File: src/rtl/slice_timer_pkg.sv
package slice_timer_pkg;

  // Register word index: bus_addr[3:2]
  typedef enum logic [1:0] {
    IDX_RELOAD = 2'd0,
    IDX_CTRL   = 2'd1,
    IDX_COUNT  = 2'd2,
    IDX_STAT   = 2'd3
  } reg_idx_e;

  // Control field positions
  localparam int CTL_RUN = 0;
  localparam int CTL_IEN = 1;
  localparam int CTL_EVE = 2;
  localparam int CTL_W   = 3;

  // Status field positions
  localparam int ST_EVT  = 0;
  localparam int ST_RLD  = 1;
  localparam int ST_W    = 2;

  typedef struct packed {
    logic eve;  // event enable
    logic ien;  // interrupt enable
    logic run;  // counter advances
  } ctrl_t;

  // Write-one-to-clear flag update, set has priority
  function automatic logic w1c_next(input logic cur, input logic set,
                                    input logic clr);
    return set | (cur & ~clr);
  endfunction

endpackage

File: src/rtl/slice_timer_regs.sv
module slice_timer_regs
  import slice_timer_pkg::*;
#(
  parameter int DATA_W = 32,
  parameter int ADDR_W = 4
) (
  input  logic              clk,
  input  logic              rst_n,
  input  logic              bus_wr,
  input  logic [ADDR_W-1:0] bus_addr,
  input  logic [DATA_W-1:0] bus_wdata,
  output reg_idx_e          idx,
  output logic [DATA_W-1:0] reload_q,
  output ctrl_t             ctrl_q,
  output logic              reload_wr,
  output logic              run_start,
  output logic              evt_clr,
  output logic              rld_clr,
  output logic              rld_set
);

  localparam int IDX_LSB = 2;

  logic ctrl_wr;
  logic stat_wr;
  logic unused_addr_bits;

  assign idx              = reg_idx_e'(bus_addr[IDX_LSB +: 2]);
  assign unused_addr_bits = ^bus_addr[IDX_LSB-1:0];

  assign reload_wr = bus_wr && (idx == IDX_RELOAD);
  assign ctrl_wr   = bus_wr && (idx == IDX_CTRL);
  assign stat_wr   = bus_wr && (idx == IDX_STAT);

  // Counter restarts only on an off-to-on transition of run
  assign run_start = ctrl_wr && bus_wdata[CTL_RUN] && !ctrl_q.run;
  assign evt_clr   = stat_wr && bus_wdata[ST_EVT];
  assign rld_clr   = stat_wr && bus_wdata[ST_RLD];
  assign rld_set   = reload_wr && ctrl_q.run;

  always_ff @(posedge clk or negedge rst_n) begin
    if (!rst_n) begin
      reload_q <= '0;
    end else if (reload_wr) begin
      reload_q <= bus_wdata;
    end
  end

  always_ff @(posedge clk or negedge rst_n) begin
    if (!rst_n) begin
      ctrl_q <= '0;
    end else if (ctrl_wr) begin
      ctrl_q <= ctrl_t'(bus_wdata[CTL_W-1:0]);
    end
  end

endmodule

File: src/rtl/slice_timer_count.sv
module slice_timer_count #(
  parameter int DATA_W = 32
) (
  input  logic              clk,
  input  logic              rst_n,
  input  logic              run,
  input  logic              run_start,
  input  logic [DATA_W-1:0] reload,
  output logic [DATA_W-1:0] cnt_q,
  output logic              wrap_evt
);

  function automatic logic [DATA_W-1:0] step_count(
    input logic [DATA_W-1:0] cur,
    input logic [DATA_W-1:0] rld,
    input logic              go,
    input logic              start
  );
    if (start)          return rld;
    if (!go)            return cur;
    if (cur == '0)      return rld;
    return cur - 1'b1;
  endfunction

  assign wrap_evt = run && (cnt_q == '0);

  always_ff @(posedge clk or negedge rst_n) begin
    if (!rst_n) begin
      cnt_q <= '0;
    end else begin
      cnt_q <= step_count(cnt_q, reload, run, run_start);
    end
  end

endmodule

File: src/rtl/slice_timer_flags.sv
module slice_timer_flags
  import slice_timer_pkg::*;
(
  input  logic clk,
  input  logic rst_n,
  input  logic wrap_evt,
  input  logic eve,
  input  logic ien,
  input  logic evt_clr,
  input  logic rld_set,
  input  logic rld_clr,
  output logic evt_q,
  output logic rld_q,
  output logic irq
);

  logic [ST_W-1:0] set_v;
  logic [ST_W-1:0] clr_v;
  logic [ST_W-1:0] flag_q;

  assign set_v[ST_EVT] = wrap_evt & eve;
  assign set_v[ST_RLD] = rld_set;
  assign clr_v[ST_EVT] = evt_clr;
  assign clr_v[ST_RLD] = rld_clr;

  always_ff @(posedge clk or negedge rst_n) begin
    if (!rst_n) begin
      flag_q <= '0;
    end else begin
      for (int i = 0; i < ST_W; i++) begin
        flag_q[i] <= w1c_next(flag_q[i], set_v[i], clr_v[i]);
      end
    end
  end

  assign evt_q = flag_q[ST_EVT];
  assign rld_q = flag_q[ST_RLD];
  assign irq   = evt_q & ien;

endmodule

File: src/rtl/slice_timer.sv
module slice_timer
  import slice_timer_pkg::*;
#(
  parameter int DATA_W = 32,
  parameter int ADDR_W = 4
) (
  input  logic              clk,
  input  logic              rst_n,
  input  logic              bus_wr,
  input  logic [ADDR_W-1:0] bus_addr,
  input  logic [DATA_W-1:0] bus_wdata,
  output logic [DATA_W-1:0] bus_rdata,
  output logic              irq
);

  reg_idx_e          idx;
  logic [DATA_W-1:0] reload_q;
  ctrl_t             ctrl_q;
  logic              reload_wr;
  logic              run_start;
  logic              evt_clr;
  logic              rld_clr;
  logic              rld_set;
  logic [DATA_W-1:0] cnt_q;
  logic              wrap_evt;
  logic              evt_q;
  logic              rld_q;

  slice_timer_regs #(.DATA_W(DATA_W), .ADDR_W(ADDR_W)) u_regs (
    .clk       (clk),
    .rst_n     (rst_n),
    .bus_wr    (bus_wr),
    .bus_addr  (bus_addr),
    .bus_wdata (bus_wdata),
    .idx       (idx),
    .reload_q  (reload_q),
    .ctrl_q    (ctrl_q),
    .reload_wr (reload_wr),
    .run_start (run_start),
    .evt_clr   (evt_clr),
    .rld_clr   (rld_clr),
    .rld_set   (rld_set)
  );

  slice_timer_count #(.DATA_W(DATA_W)) u_count (
    .clk       (clk),
    .rst_n     (rst_n),
    .run       (ctrl_q.run),
    .run_start (run_start),
    .reload    (reload_q),
    .cnt_q     (cnt_q),
    .wrap_evt  (wrap_evt)
  );

  slice_timer_flags u_flags (
    .clk      (clk),
    .rst_n    (rst_n),
    .wrap_evt (wrap_evt),
    .eve      (ctrl_q.eve),
    .ien      (ctrl_q.ien),
    .evt_clr  (evt_clr),
    .rld_set  (rld_set),
    .rld_clr  (rld_clr),
    .evt_q    (evt_q),
    .rld_q    (rld_q),
    .irq      (irq)
  );

  always_comb begin
    unique case (idx)
      IDX_RELOAD: bus_rdata = reload_q;
      IDX_CTRL:   bus_rdata = {{(DATA_W-CTL_W){1'b0}}, ctrl_q};
      IDX_COUNT:  bus_rdata = cnt_q;
      IDX_STAT:   bus_rdata = {{(DATA_W-ST_W){1'b0}}, rld_q, evt_q};
      default:    bus_rdata = '0;
    endcase
  end

endmodule

File: config.mk
export PLATFORM = sky130hd
export DESIGN_NAME = slice_timer
export DESIGN_NICKNAME = d
export VERILOG_FILES = /design/src/rtl/slice_timer_pkg.sv /design/src/rtl/slice_timer_regs.sv /design/src/rtl/slice_timer_count.sv /design/src/rtl/slice_timer_flags.sv /design/src/rtl/slice_timer.sv
export SDC_FILE = /design/constraint.sdc
export NUM_CORES = 1
export LEC_CHECK = 0
export BUFFER_PORTS_ARGS = -buffer_cell sky130_fd_sc_hd__buf_2
export CORE_MARGIN = 2
export CORE_UTILIZATION = 55
export DETAILED_ROUTE_END_ITERATION = 7
export PLACE_DENSITY_LB_ADDON = 0.15
export SLEW_MARGIN = 20
export SYNTH_ARGS = -nofsm -noshare
export SYNTH_HDL_FRONTEND = slang
export SYNTH_HIERARCHICAL = 1
export SYNTH_SLANG_ARGS = --single-unit
File: constraint.sdc
create_clock -name clk -period 2.9 [get_ports clk]
set_input_delay 0.435 -clock clk [delete_from_list [all_inputs] [get_ports clk]]
set_output_delay 0.435 -clock clk [all_outputs]
set_load 0.1 [all_outputs]
==> run_results.csv <==
group,metric,value,unit
run_status,status,"finished, final reports clean",
clock_tree,cts_resized,0,
yosys,yosys.area.top_type_share,0.400,
finish,mostFrequentLayoutCells,"buf_2, dfrtp_1, nor2_1, mux2_2, mux2i_1",
clock_tree,clock_path_buffers,2,
detailed_routing,dr.pass1.iters,5,
clock_tree,cts_tree,"built",
yosys,seq_area_frac_synth,0.400,
pwr,p_leak,0.00216,uW
clock_tree,root_buffer,"clkbuf_8",
clock_tree,cts_max_level,3,
clock_tree,numCtsBuffers,9,
critical_path,cp.arrival,2.80,ns
floorplanning,die_h,92.6,um
timing,setup_viol,0,
clock_tree,cts_setup_buffers,0,
critical_path,critPathMaxFanout,10,
floorplanning,rows,32,
floorplanning,dieArea,0.00857,mm2
critical_path,cp.required,3.15,ns
detailed_routing,vias,3814,
placed_design,gp_congestion,0.875,
timing,rsz0062_at_grt,"false",
clock_tree,cts.sinks,69,
detailed_routing,wl_per_cell,17.4,um
placed_design,dpl.hpwl,7.58,mm
global_routing,grt_max_degree,41,
yosys,syn_area_per_cell,9.76,um2
critical_path,startpoint_type,"register",
detailed_routing,ant_nets,0,
yosys,synthTopCellsByArea,"dfrtp_1, mux2_2, mux2i_1",
timing,tightest_slew,0.717,ns
yosys,yosysTopAreaCell,"dfrtp_1",
pwr,p_per_area,749,mW/mm2
timing,finalClockSkew,0.0107,ns
placed_design,io_buffers,69,
global_routing,grt-ovfl-total,0,
detailed_routing,routed_wl,10.8,mm
finish,fin_area,0.00495,mm2
timing,whs,0.111,ns
detailed_routing,avgViaCountPerCell,6.16,
floorplanning,ioPinCount,72,
yosys,yosysWarnings,6,
timing,min_period_over_period,0.882,
detailed_routing,first_iter_violations,289,
yosys,synth_ff_type,"dfrtp_1",
global_routing,grt_pass1_vias,3589,
finish,n_antenna_cell,0,
finish,drive_above_1_share,0.300,
global_routing,antenna_found_initial,0,
floorplanning,core,0.00765,mm2
detailed_routing,post-route-drc-count,0,
critical_path,ff2ff_setup_slack,0.34,ns
timing,hold_viol,0,
clock_tree,holdBufCountCts,0,
yosys,synthCells,442,
global_routing,grt_use_total,0.264,
job,drv_cap,0,
finish,area_delta_synth_final,14.8,%
clock_tree,clk_pin_slew_worst_paths,0.07,ns
timing,final.setup.tns,0,ns
timing,fmax,0.391,GHz
yosys,syn_nets,483,
worst_hold_path,hold_path_class,"input port to async pin",
clock_tree,clk_latency,0.35,ns
timing,slew_viol_final,0,
yosys,synth_area,0.00431,mm2
floorplanning,initial_core_util,0.564,
timing,min_period,2.56,ns
yosys,synth-async-reset-ratio,1.00,
placed_design,placed_area,0.00474,mm2
critical_path,timing.reg2reg.worst_path_depth,7,
critical_path,critPathCaptureType,"register",
timing,relSlewSlack,0.520,
finish,nNetsFinal,554,
global_routing,grt_pass1_wl,17.9,mm
floorplanning,die_w,92.6,um
pwr,irDropWorstVdd,444,uV
yosys,yosys.cell_types.count,56,
yosys,synth-seq-cells,69,
yosys,synth_edf_count,0,
critical_path,crit_type,"register to register",
synth_stat cells (all sizes together) (6+ instances only):
cell / instances
dfrtp: 69
nor2: 43
mux2: 38
mux2i: 33
nand3: 30
nand2: 27
buf: 22
o21ai: 17
a21oi: 15
nor4: 13
nor3: 12
nand4: 11
clkbuf: 10
inv: 10
or4: 9
a2bb2oi: 7
and3: 7
or3: 6
routing by layer:
layer	vias up	part of all wire	global-route usage	wire, um
met4	0	0.020	0.0995	212
li1	1792	-	-	-
met1	1840	0.45	0.375	4880
met3	23	0.069	0.0496	741
met2	159	0.46	0.402	4950
met5	-	0	0	0
critical path: stages, from the launching register on:
cell,delay [ns]
dfrtp_1,0.42
inv_1,0.13
ha_1,0.23
or3b_2,0.52
nor2_1,0.58
and3_1,0.28
nor4_1,0.06
nor4_1,0.25
metrics by stage:
stage | util | worst slack [ns] | total power (uW) | instances
5_1_grt | 0.648 | 0.222 | 3910 | 619
3_3_place_gp | 0.620 | 0.387 | 2820 | 604
2_1_floorplan | - | 0.252 | 2530 | 442
3_5_place_dp | 0.620 | 0.318 | 2860 | 604
4_1_cts | 0.648 | 0.365 | 3720 | 619
6_report | 0.648 | 0.342 | 3710 | 619
cells by family after synthesis:
family | share of synthesized area
flip-flops | 0.400
buffers and inverters | 0.0653
AND/OR/NAND/NOR | 0.233
multiplexers | 0.186
AO/OA/AOI/OAI | 0.110
adder cells (fa/ha/maj) | 0.00580
cell type report:
| cell class | count | area [um2] |
|---|---|---|
| Timing Repair Buffer | 94 | 533 |
| Sequential cell | 69 | 1730 |
| Inverter | 10 | 37.5 |
| Clock inverter | 6 | 88.8 |
| Fill cell | 694 | 2700 |
| Multi-Input combinational cell | 329 | 2310 |
| Tap cell | 102 | 128 |
| Clock buffer | 9 | 124 |
worst paths after layout:
kind / to / start
worst max-delay path: u_count/cnt_q[30] / u_count/cnt_q[0]
worst min-delay path: u_count/cnt_q[5] / rst_n
worst max register to register: u_count/cnt_q[30] / u_count/cnt_q[0]
worst min register to register: u_flags/flag_q[1] / u_flags/flag_q[1]
max in group asynchronous: u_count/cnt_q[31] / rst_n
min in group clk: u_regs/reload_q[15] / bus_wdata[15]
where the power goes:
part	internal, uW	switching [uW]
Combinational	446	967
Sequential	1190	261
Clock	479	369
Total	2110	1600
registers in the layout (all words and copies together), names as in the netlist:
signal           count
u_count/cnt_q       32
u_regs/reload_q     32
u_regs/ctrl_q        3
u_flags/flag_q       2
(Power assumes the default switching activity.)
